File: src/rtl/aud_rate_pkg.sv
package aud_rate_pkg;
  typedef struct packed {
    logic adc;
    logic dac;
  } path_t;
endpackage

File: src/rtl/aud_rate_ctrl.sv
module aud_rate_ctrl
  import aud_rate_pkg::*;
#(
  parameter int unsigned MOD_W   = 7,
  parameter int unsigned MOD_RST = 1
) (
  input  logic             clk_i,
  input  logic             rst_ni,
  input  logic             sync_i,
  input  logic             ctrl_wr_i,
  input  path_t            ctrl_path_i,
  input  logic             mod_wr_i,
  input  logic [MOD_W-1:0] mod_i,
  output logic             run_o,
  output logic             tick_o,
  output path_t            path_o,
  output logic [MOD_W-1:0] mod_o,
  output logic [MOD_W-1:0] act_mod_o
);
  logic             run_q, stop_q;
  path_t            path_q;
  logic [MOD_W-1:0] mod_q, act_q;
  logic             start_req;

  assign start_req = ctrl_wr_i && (ctrl_path_i.adc || ctrl_path_i.dac);

  always_ff @(posedge clk_i or negedge rst_ni) begin
    if (!rst_ni) begin
      mod_q <= MOD_W'(MOD_RST);
    end else if (mod_wr_i) begin
      mod_q <= mod_i;
    end
  end

  // start acts at once; stop waits for the next sync
  always_ff @(posedge clk_i or negedge rst_ni) begin
    if (!rst_ni) begin
      run_q  <= 1'b0;
      stop_q <= 1'b0;
      path_q <= '0;
      act_q  <= MOD_W'(MOD_RST);
    end else if (start_req) begin
      if (!run_q) begin
        run_q <= 1'b1;
        act_q <= mod_q;
      end
      stop_q <= 1'b0;
      path_q <= ctrl_path_i;
    end else if (ctrl_wr_i) begin
      if (run_q) stop_q <= 1'b1;
    end else if (sync_i && stop_q) begin
      run_q  <= 1'b0;
      stop_q <= 1'b0;
      path_q <= '0;
    end
  end

  assign run_o     = run_q;
  assign tick_o    = sync_i && run_q && !stop_q && !ctrl_wr_i;
  assign path_o    = path_q;
  assign mod_o     = mod_q;
  assign act_mod_o = act_q;
endmodule

File: src/rtl/aud_rate_cnt.sv
module aud_rate_cnt #(
  parameter int unsigned MOD_W   = 7,
  parameter int unsigned MOD_RST = 1
) (
  input  logic             clk_i,
  input  logic             rst_ni,
  input  logic             run_i,
  input  logic             tick_i,
  input  logic [MOD_W-1:0] idle_mod_i,
  input  logic [MOD_W-1:0] run_mod_i,
  output logic             hit_o
);
  localparam logic [MOD_W-1:0] ONE = MOD_W'(1);

  logic [MOD_W-1:0] cnt_q, idle_eff, run_eff;

  // modulus 0 behaves as 1
  assign idle_eff = (idle_mod_i == '0) ? ONE : idle_mod_i;
  assign run_eff  = (run_mod_i  == '0) ? ONE : run_mod_i;
  assign hit_o    = tick_i && (cnt_q == ONE);

  always_ff @(posedge clk_i or negedge rst_ni) begin
    if (!rst_ni) begin
      cnt_q <= (MOD_RST == 0) ? ONE : MOD_W'(MOD_RST);
    end else if (!run_i) begin
      cnt_q <= idle_eff;
    end else if (tick_i) begin
      cnt_q <= hit_o ? run_eff : cnt_q - ONE;
    end
  end
endmodule

File: src/rtl/aud_rate_dp.sv
module aud_rate_dp
  import aud_rate_pkg::*;
#(
  parameter int unsigned DATA_W = 16
) (
  input  logic              clk_i,
  input  logic              rst_ni,
  input  logic              hit_i,
  input  path_t             path_i,
  input  logic              fifo_empty_i,
  input  logic [DATA_W-1:0] fifo_data_i,
  input  logic [DATA_W-1:0] adc_i,
  output logic              samp_o,
  output logic              pop_o,
  output logic [DATA_W-1:0] dac_o,
  output logic [DATA_W-1:0] adc_o
);
  logic              samp_q, pop_q, take_dac;
  logic [DATA_W-1:0] dac_q, adc_q;

  assign take_dac = hit_i && path_i.dac && !fifo_empty_i;

  always_ff @(posedge clk_i or negedge rst_ni) begin
    if (!rst_ni) begin
      samp_q <= 1'b0;
      pop_q  <= 1'b0;
      dac_q  <= '0;
      adc_q  <= '0;
    end else begin
      samp_q <= hit_i;
      pop_q  <= take_dac;
      if (take_dac)              dac_q <= fifo_data_i;
      if (hit_i && path_i.adc)   adc_q <= adc_i;
    end
  end

  assign samp_o = samp_q;
  assign pop_o  = pop_q;
  assign dac_o  = dac_q;
  assign adc_o  = adc_q;
endmodule

File: src/rtl/aud_rate_pacer.sv
module aud_rate_pacer
  import aud_rate_pkg::*;
#(
  parameter int unsigned MOD_W   = 7,
  parameter int unsigned DATA_W  = 16,
  parameter int unsigned MOD_RST = 1
) (
  input  logic              clk_i,
  input  logic              rst_ni,
  input  logic              sync_i,
  input  logic              ctrl_wr_i,
  input  logic              ctrl_adc_en_i,
  input  logic              ctrl_dac_en_i,
  input  logic              mod_wr_i,
  input  logic [MOD_W-1:0]  mod_i,
  input  logic              fifo_empty_i,
  input  logic [DATA_W-1:0] fifo_data_i,
  input  logic [DATA_W-1:0] adc_i,
  output logic              samp_o,
  output logic              pop_o,
  output logic [DATA_W-1:0] dac_o,
  output logic [DATA_W-1:0] adc_o
);
  path_t            ctrl_path, path_w;
  logic             run_w, tick_w, hit_w;
  logic [MOD_W-1:0] mod_w, act_mod_w;

  assign ctrl_path = '{adc: ctrl_adc_en_i, dac: ctrl_dac_en_i};

  aud_rate_ctrl #(.MOD_W(MOD_W), .MOD_RST(MOD_RST)) u_ctrl (
    .clk_i, .rst_ni, .sync_i, .ctrl_wr_i,
    .ctrl_path_i(ctrl_path), .mod_wr_i, .mod_i,
    .run_o(run_w), .tick_o(tick_w), .path_o(path_w),
    .mod_o(mod_w), .act_mod_o(act_mod_w)
  );

  aud_rate_cnt #(.MOD_W(MOD_W), .MOD_RST(MOD_RST)) u_cnt (
    .clk_i, .rst_ni, .run_i(run_w), .tick_i(tick_w),
    .idle_mod_i(mod_w), .run_mod_i(act_mod_w), .hit_o(hit_w)
  );

  aud_rate_dp #(.DATA_W(DATA_W)) u_dp (
    .clk_i, .rst_ni, .hit_i(hit_w), .path_i(path_w),
    .fifo_empty_i, .fifo_data_i, .adc_i,
    .samp_o, .pop_o, .dac_o, .adc_o
  );
endmodule

File: config.mk
export PLATFORM = sky130hd
export DESIGN_NAME = aud_rate_pacer
export DESIGN_NICKNAME = d
export VERILOG_FILES = /design/src/rtl/aud_rate_pkg.sv /design/src/rtl/aud_rate_ctrl.sv /design/src/rtl/aud_rate_cnt.sv /design/src/rtl/aud_rate_dp.sv /design/src/rtl/aud_rate_pacer.sv
export SDC_FILE = /design/constraint.sdc
export NUM_CORES = 1
export LEC_CHECK = 0
export BUFFER_PORTS_ARGS = -buffer_cell sky130_fd_sc_hd__clkbuf_2
export CORE_MARGIN = 2
export CORE_UTILIZATION = 40
export DETAILED_ROUTE_END_ITERATION = 7
export PLACE_DENSITY = 0.73
export SLEW_MARGIN = 25
export SYNTH_ARGS = -nofsm -noshare
export SYNTH_HDL_FRONTEND = slang
export SYNTH_SLANG_ARGS = --single-unit
File: constraint.sdc
create_clock -name clk_i -period 2.4 [get_ports clk_i]
set_input_delay 0.12 -clock clk_i [delete_from_list [all_inputs] [get_ports clk_i]]
set_output_delay 0.12 -clock clk_i [all_outputs]
set_load 0.005 [all_outputs]
# ---- After elaboration in Yosys (flattened, before gate mapping)
# Index checks and enable logic that the tools add are counted.
# W data, S select, Z words.
dict set report word_totals {
  register_bits 59
  inputBits 47
  word_cells 51
}
dict set report op_classes {
  addsub 1
  eq_ne 4
  muxes 14
  bitwise 1
  n_reduce_logical 20
}
# op n
set op_table {}
lappend op_table {{$mux W7} 5}
lappend op_table {{$logic_not A7 Y1} 2}
lappend op_table {{$logic_and A1 B1 Y1} 9}
lappend op_table {{$eq A7 B1 Y1 const B} 1}
lappend op_table {{$sub A7 B1 Y7 const B} 1}
lappend op_table {{$mux W1} 6}
lappend op_table {{$mux W2} 3}
lappend op_table {{$reduce_and A2 Y1} 3}
lappend op_table {{$ne A2 B1 Y1 const B} 2}
lappend op_table {{$logic_not A1 Y1} 3}
lappend op_table {{$ne A3 B1 Y1 const B} 1}
lappend op_table {{$reduce_bool A3 Y1} 1}
lappend op_table {{$reduce_bool A2 Y1} 1}
lappend op_table {{$logic_or A1 B1 Y1} 1}
lappend op_table {{$not A1 Y1} 1}

# ---- Longest topological paths before layout
# Gate-level depths: netlist of run 1.
dict set report logic_depth {
  word_depth 7
  depth_mapped 9
  ltp_nobuf 6
}

# ---- By module
# Synthesis of run 1 repeated with hierarchy kept, for this count alone.
dict set report hier_totals {
  hier_cells 191
  area_unflattened_um2 2605.0
}
# module n_inst cells_each area_each_um2
set by_module_without_submodules {}
lappend by_module_without_submodules {aud_rate_dp 1 71 1297.5}
lappend by_module_without_submodules {aud_rate_ctrl 1 51 721.9}
lappend by_module_without_submodules {aud_rate_cnt 1 69 585.6}

# ---- Worst setup path after synthesis of run 1
# OpenSTA, ideal clock, no wires.
dict set report synth_timing {
  path_type {reg2reg}
  startpoint {reg u_cnt.cnt_q[3]}
  endpoint {reg u_dp.dac_q[10], in the netlist u_dp.dac_o[10]}
  arrival_ps 2221
  required_time_ps 2275
  setup_slack_ps 54
  stages_incl_launch_ff 7
  period_less_slack_ps 2346
  path_cell_list {dfrtp_1 or3_4 or3_4 or4b_4 buf_6 buf_12 mux2_4}
}
dict set report synth_via {
  elab_chain_len 4
}
# element line_no
set synth_rtl {}
lappend synth_rtl {{start: declaration} aud_rate_cnt.sv:15} ;# logic [MOD_W-1:0] cnt_q, idle_eff, run_eff;
lappend synth_rtl {{start signal: assignment} aud_rate_cnt.sv:24} ;# cnt_q <= (MOD_RST == 0) ? ONE : MOD_W'(MOD_RST);
lappend synth_rtl {{start signal: assignment} aud_rate_cnt.sv:26} ;# cnt_q <= idle_eff;
lappend synth_rtl {{start signal: assignment} aud_rate_cnt.sv:28} ;# cnt_q <= hit_o ? run_eff : cnt_q - ONE;
lappend synth_rtl {{$eq A7 B1 Y1} aud_rate_cnt.sv:20} ;# assign hit_o = tick_i && (cnt_q == ONE);
lappend synth_rtl {{$logic_and A1 B1 Y1} aud_rate_cnt.sv:20}
lappend synth_rtl {{$logic_and A1 B1 Y1 (2 in a row)} aud_rate_dp.sv:21} ;# assign take_dac = hit_i && path_i.dac && !fifo_empty_i;
lappend synth_rtl {{end signal: assignment} aud_rate_dp.sv:32} ;# if (take_dac) dac_q <= fifo_data_i;
lappend synth_rtl {{end: declaration} aud_rate_dp.sv:19} ;# logic [DATA_W-1:0] dac_q, adc_q;
# No other way between the ends.
# A chain may end at the register's enable or synchronous reset.

# ---- Final worst setup path of run 1
dict set report layout_timing {
  startpoint {reg u_cnt.cnt_q[4]}
  endpoint {reg u_dp.dac_q[6], in the netlist u_dp.dac_o[6]}
}
# Same word-level chain as after synthesis.

==> results of run 1 <==
==> power groups by stage <==
| stage | clock network (mW) | logic, mW | registers (mW) |
|---|---|---|---|
| floorplan | 0 | 0.562 | 1.51 |
| global placement | 0 | 0.911 | 1.51 |
| detailed placement | 0 | 0.945 | 1.53 |
| CTS | 0.880 | 0.954 | 1.51 |
| global route | 0.919 | 1.04 | 1.55 |
| finish | 0.847 | 0.940 | 1.51 |
==> cell usage after synthesis, types with 3 or more instances <==
cell and n:
a21oi_1 3, mux2i_1 3, dfrtp_1 56, a22oi_1 5, mux2_2 28, xor2_1 3, mux2_4 19, nand2_1 5
buf_6 3, nor3b_1 3, nor2_1 5, dfstp_2 3, nor3_1 4, inv_1 4, o21ai_0 10
==> flip-flops by register name (all words and copies together), names as in the netlist, 2 cells and up <==
register and count:
u_ctrl.mod_o 7, u_dp.dac_o 16, u_ctrl.act_mod_o 7, u_ctrl.path_o 2, u_dp.adc_o 16, u_cnt.cnt_q 7
==> path summary, 6_finish.rpt <==
check	cells after the start	to	slack [ns]
max in group asynchronous	3	u_dp.adc_o[6]$_DFFE_PN0P_	1.43
hold / removal	2	u_dp.adc_o[2]$_DFFE_PN0P_	0.02
setup / recovery	4	u_dp.dac_o[6]$_DFFE_PN0P_	0.07
min in group asynchronous	3	u_dp.adc_o[7]$_DFFE_PN0P_	0.49
hold reg to reg	1	u_dp.adc_o[14]$_DFFE_PN0P_	0.51
setup reg to reg	4	u_dp.dac_o[6]$_DFFE_PN0P_	0.07
==> cell type report <==
type	instances	area [µm²]
inverter	5	18.77
multi-input combinational	111	1030
clock buffer	11	141.4
fill	569	3044
timing repair buffer	88	462.9
tap	77	96.34
sequential	59	1480
clock inverter	3	40.04
==> cells by family (layout without fill, tap and decap cells) <==
family | Yosys count | in the layout | synth area share (%)
buffers and inverters | 11 | 107 | 3.138
multiplexers | 50 | 50 | 24.34
AO/OA/AOI/OAI | 27 | 27 | 6.664
XOR/XNOR | 3 | 3 | 1.014
adder cells (fa/ha/maj) | 2 | 2 | 0.9656
flip-flops | 59 | 59 | 57.12
AND/OR/NAND/NOR | 29 | 29 | 6.760
==> metrics by stage <==
step	utilization (%)	setup slack, ns
after floorplan	-	0.05424
after global placement	48.75	0.1407
after detailed placement	48.75	0.09655
after CTS	51.78	0.08455
after global routing	51.78	0.03322
final	51.78	0.07084
==> routing by layer <==
layer | vias up | part of all wire (%) | track usage (%)
met5 | - | 0 | 0
met4 | 0 | 0.79 | 6.494
met3 | 5 | 5.7 | 4.130
met2 | 63 | 48 | 24.19
met1 | 848 | 46 | 20.55
li1 | 840 | - | -
==> critical path, delay by kind of cell, from the launching register on <==
kind          cells  cell delay (ns)
simple gates      3             1.42
flops             1             0.42
mux               1             0.35
==> impl_metrics.py, run 1 <==
metrics = {
    "synthesis": {
        "syn_avg_cell_area_um2": 14.32,
        "netlist-cell-type-count": 37,
        "ys_seq_area_share_pct": 57.12,
        "synthArstFlopShare_pct": 100.0,
        "synth_cells": 181,
        "synth_top_cell_area_share_pct": 54.08,
        "syn-cell-area_um2": 2591,
        "syn-num-nets": 230,
        "yosys-top-cells-area": "dfrtp_1, mux2_2, mux2_4",
        "ys_ff_latch": 59,
        "synth-edff-count": 0,
        "synth_top_area_cell": "dfrtp_1",
        "yosys_most_used_dff": "dfrtp_1",
        "yosysWarnings": 0,
    },
    "final_layout": {
        "drive_gt1_share_pct": 55.60,
        "area_growth_pct": 26.17,
        "num_antenna_cells": 0,
        "stdcell_area_um2": 3269,
        "final_cells": 354,
        "layout_common_cells": "clkbuf_2, dfrtp_1, mux2_2",
        "layout.nets": 323,
        "final_common_cell": "clkbuf_2",
    },
    "die": {
        "die_h_um": 84.49,
        "fp.coreArea_um2": 6314,
        "die_w_um": 84.49,
        "die-area_um2": 7138,
        "rows": 29,
        "start_util_pct": 41.04,
        "boundaryPins": 81,
    },
    "run": {
        "cap_violations": 0,
    },
    "critical_path": {
        "crit_start": "u_cnt.cnt_q[4]$_DFFE_PN0P_",
        "cp_cell_sequence": "or3_4, or3_4, or4b_4, mux2_4",
        "critPathMostFrequentCell": "or3_4",
        "setup.worst_path.end_class": "flop",
        "critPathArrivalTime_ns": 2.53,
        "rr_startpoint": "u_cnt.cnt_q[4]$_DFFE_PN0P_",
        "start_kind": "flop",
        "cp.required_ns": 2.60,
        "slowest_delay_ns": 0.65,
        "path_max_fanout": 17,
        "path_class": "flop to flop",
        "slowest_stage": "or4b_4",
    },
    "timing": {
        "worst_slew_pin_slew_ns": 0.7230,
        "setup_tns_ns": 0,
        "rsz0062_at_grt": "no",
        "clock.fmax_ghz": 0.4293,
        "period_minus_slack_ns": 2.329,
        "period_share_pct": 97.05,
        "hold_viol": 0,
        "fin_skew_ns": 0.006613,
        "fin_hold_ws_ns": 0.02472,
        "slew-limit-headroom_pct": 51.80,
        "maxSlewViolCount": 0,
        "finalSetupViolations": 0,
    },
    "min_path": {
        "min_from": "adc_i[2]",
        "hp-class": "input pin to flop",
    },
    "clock_tree": {
        "hold_buffers": 1,
        "clock-root-buffer": "clkbuf_8",
        "cts-resized-gates": 0,
        "cts_buffer_depth": 2,
        "cts_tree": "done",
        "cts_setup_buffers": 0,
        "clock_latency_ns": 0.32,
        "numCtsBuffers": 9,
        "cts.sink_count": 59,
        "h-tree-depth": 3,
        "clk_pin_slew_ns": 0.06,
    },
    "drt": {
        "dr.pass1.iters": 4,
        "wl_per_cell_um": 14.69,
        "detail-route-antenna-nets": 0,
        "drc": 0,
        "wirelength_mm": 5.199,
        "drt-initial-drc-count": 57,
        "vias": 1756,
        "viasPerCell": 4.960,
    },
    "pwr": {
        "finalPower_mw": 3.299,
        "comb_power_share_pct": 28.5,
        "clockPowerShare_pct": 25.7,
        "switching_share_pct": 28.35,
        "power_switching_mw": 0.9353,
        "p_int_mw": 2.364,
        "ir_worst_vdd_v": 0.0004948,
        "leakage_nw": 1.742,
        "power.density_nw_per_um2": 1009,
        "power_frac_seq_pct": 45.8,
    },
    "place": {
        "port_buffers": 80,
        "gp_congestion": 0.8169,
        "dp_cells": 339,
        "post_dp_cell_area_um2": 3078,
        "dp_hpwl_mm": 3.754,
    },
    "global_routing": {
        "grt_pass1_wl_mm": 8.763,
        "antenna_found_initial": 0,
        "grt_overflow_total": 0,
        "grt_pass1_vias": 1820,
        "grtUsageTotal_pct": 15.51,
        "grt_start_max_net_pins": 60,
    },
    "run_status": {
        "status": "finished, final reports clean",
    },
}
Note: power is estimated with default switching activity, not from simulation.
==> inputs of run 2 (changes only) <==
--- a/config.mk
+++ b/config.mk
@@ -6,10 +6,12 @@
 export NUM_CORES = 1
 export LEC_CHECK = 0
 export BUFFER_PORTS_ARGS = -buffer_cell sky130_fd_sc_hd__clkbuf_2
+export CELL_PAD_IN_SITES_DETAIL_PLACEMENT = 0
+export CELL_PAD_IN_SITES_GLOBAL_PLACEMENT = 1
 export CORE_MARGIN = 2
 export CORE_UTILIZATION = 40
 export DETAILED_ROUTE_END_ITERATION = 7
-export PLACE_DENSITY = 0.73
+export PLACE_DENSITY = 0.84
 export SLEW_MARGIN = 25
 export SYNTH_ARGS = -nofsm -noshare
 export SYNTH_HDL_FRONTEND = slang
==> constraint.sdc (replaced) <==
create_clock -name clk_i -period 2.5 [get_ports clk_i]
set_input_delay 0.125 -clock clk_i [delete_from_list [all_inputs] [get_ports clk_i]]
set_output_delay 0.125 -clock clk_i [all_outputs]
set_load 0.005 [all_outputs]
==> run 2 against run 1 <==
  * Die area is the same
  * Sequential share of layout area shrank 0.16 points
  * Clock power down 9.0%
  * Setup slack improved by 0.094 ns
  * Fmax shrank 0.28%
  * Critical path depth unchanged
  * Count of clock-buffer cells in the layout increased by 1
  * Combinational power decreased by 8.9%
  * Global-route usage fell by 0.46 points
  * Power shrank 6.4%
  * Critical path type unchanged
  * Largest power group unchanged
==> impl_metrics.py, run 2 (synthesis gave the netlist of run 1 again) <==
metrics = {
    "final_layout": {
        "layout.nets": 324,
        "final_common_cell": "clkbuf_2",
        "multi_input_area_um2": 1030,
        "register_area_um2": 1480,
        "num_antenna_cells": 0,
        "drive_gt1_share_pct": 55.36,
        "fillers": 560,
        "area_growth_pct": 26.61,
        "layout_common_cells": "clkbuf_2, dfrtp_1, mux2_2",
    },
    "pwr": {
        "clockPowerShare_pct": 25.0,
        "p_int_mw": 2.190,
        "power.density_nw_per_um2": 941.6,
        "power_switching_mw": 0.8992,
        "comb_power_share_pct": 27.7,
        "power_frac_seq_pct": 47.3,
        "ir_worst_vdd_v": 0.0004785,
        "leakage_nw": 1.738,
        "switching_share_pct": 29.11,
    },
    "die": {
        "die_h_um": 84.49,
        "boundaryPins": 81,
        "die-area_um2": 7138,
        "die_w_um": 84.49,
        "rows": 29,
        "start_util_pct": 41.04,
        "fp.coreArea_um2": 6314,
    },
    "clock_tree": {
        "clk_pin_slew_ns": 0.07,
        "h-tree-depth": 3,
        "cts_setup_buffers": 0,
        "cts-resized-gates": 0,
        "cts_buffer_depth": 2,
        "cts_tree": "done",
        "numCtsBuffers": 9,
        "clock_latency_ns": 0.33,
        "clock-root-buffer": "clkbuf_8",
        "cts.sink_count": 59,
    },
    "drt": {
        "viasPerCell": 4.955,
        "vias": 1769,
        "dr.pass1.iters": 4,
        "drc": 0,
        "detail-route-antenna-nets": 0,
        "wl_per_cell_um": 14.32,
        "wirelength_mm": 5.111,
        "drt-initial-drc-count": 47,
    },
    "timing": {
        "clock.fmax_ghz": 0.4282,
        "fin_skew_ns": 0.008763,
        "setup_tns_ns": 0,
        "worst_slew_pin_slew_ns": 0.4732,
        "finalSetupViolations": 0,
        "period_minus_slack_ns": 2.336,
        "slew-limit-headroom_pct": 68.34,
        "fin_hold_ws_ns": 0.02263,
        "hold_viol": 0,
        "period_share_pct": 93.42,
        "rsz0062_at_grt": "no",
        "maxSlewViolCount": 0,
    },
    "run_status": {
        "status": "finished, final reports clean",
    },
    "global_routing": {
        "grt_pass1_vias": 1746,
        "grt_start_max_net_pins": 27,
        "grt_overflow_total": 0,
        "grtUsageTotal_pct": 15.05,
        "antenna_found_initial": 0,
        "grt_pass1_wl_mm": 8.459,
    },
    "critical_path": {
        "cp.required_ns": 2.71,
        "path_max_fanout": 17,
        "setup.worst_path.end_class": "flop",
        "start_kind": "flop",
        "critPathArrivalTime_ns": 2.55,
        "path_class": "flop to flop",
    },
    "place": {
        "gp_congestion": 0.7755,
        "port_buffers": 80,
        "dp_hpwl_mm": 3.736,
    },
    "min_path": {
        "hp-class": "input pin to flop",
    },
    "run": {
        "cap_violations": 0,
    },
}
[run 2: cell types whose count changed in the layout (fill, tap and decap cells not counted)]
cell | before | now
bufinv_16 | 1 | 0
dlygate4sd3_1 | 1 | 3
clkbuf_8 | 10 | 11
buf_4 | 7 | 6
clkinvlp_4 | 0 | 2
[run 2: routing by layer]
layer  part of all wire (%)  global-route usage (%)  up-vias
met5                      0                       0        -
met4                    1.3                   4.762        0
met3                     10                   6.883        8
met2                     43                   21.62       78
met1                     46                   20.39      837
li1                       -                       -      846
[run 2: path summary, 6_finish.rpt]
check / start / endpoint / slack, ns / cells after the start
setup / recovery: u_cnt.cnt_q[3]$_DFFE_PN0P_ / u_dp.dac_o[14]$_DFFE_PN0P_ / 0.16 / 4
min in group asynchronous: rst_ni / u_dp.dac_o[7]$_DFFE_PN0P_ / 0.21 / 2
max in group asynchronous: rst_ni / u_cnt.cnt_q[0]$_DFFE_PN1P_ / 1.59 / 3
hold reg to reg: u_dp.adc_o[10]$_DFFE_PN0P_ / u_dp.adc_o[10]$_DFFE_PN0P_ / 0.51 / 1
setup reg to reg: u_cnt.cnt_q[3]$_DFFE_PN0P_ / u_dp.dac_o[14]$_DFFE_PN0P_ / 0.16 / 4
hold / removal: fifo_data_i[7] / u_dp.dac_o[7]$_DFFE_PN0P_ / 0.02 / 2
[run 2: worst max-delay path, cell delays in order, from the launching register on]
cell and delay [ns]:
dfrtp_1 0.43, or3_4 0.41, or3_4 0.38, or4b_4 0.65
mux2_4 0.35
[run 2: power groups by stage]
stage                     sequential [mW]  clock (mW)  combinational [mW]
after detailed placement             1.48           0               0.859
after global placement               1.47           0               0.846
final                                1.46       0.771               0.856
after floorplan                      1.45           0               0.540
after CTS                            1.46       0.803               0.867
after global routing                 1.51       0.858               0.944
[run 2: area by class of cell]
cell class                 instances  share of cell area [%]
inverter                           5                  0.5721
timing repair buffer              89                   14.49
tap                               77                   2.937
sequential                        59                   45.12
multi-input combinational        111                   31.39
clock buffer                      12                   4.729
clock inverter                     4                  0.7628
[run 2: through the flow]
stage                     setup slack [ns]  utilization, %  cell area, µm²  instances  total power [mW]
after floorplan                     0.1542               -            2591        181             1.987
after global placement              0.2069           48.63            3070        338             2.311
after detailed placement            0.1674           48.63            3070        338             2.336
after CTS                           0.1656           51.64            3261        355             3.132
after global routing                0.1117           51.96            3281        357             3.308
final                               0.1644           51.96            3281        357             3.089
[run 2: what timing repair did]
action	CTS	global route
setup endpoints to repair	0	0
endpoints found under the hold margin	11	2
hold buffers	1	2
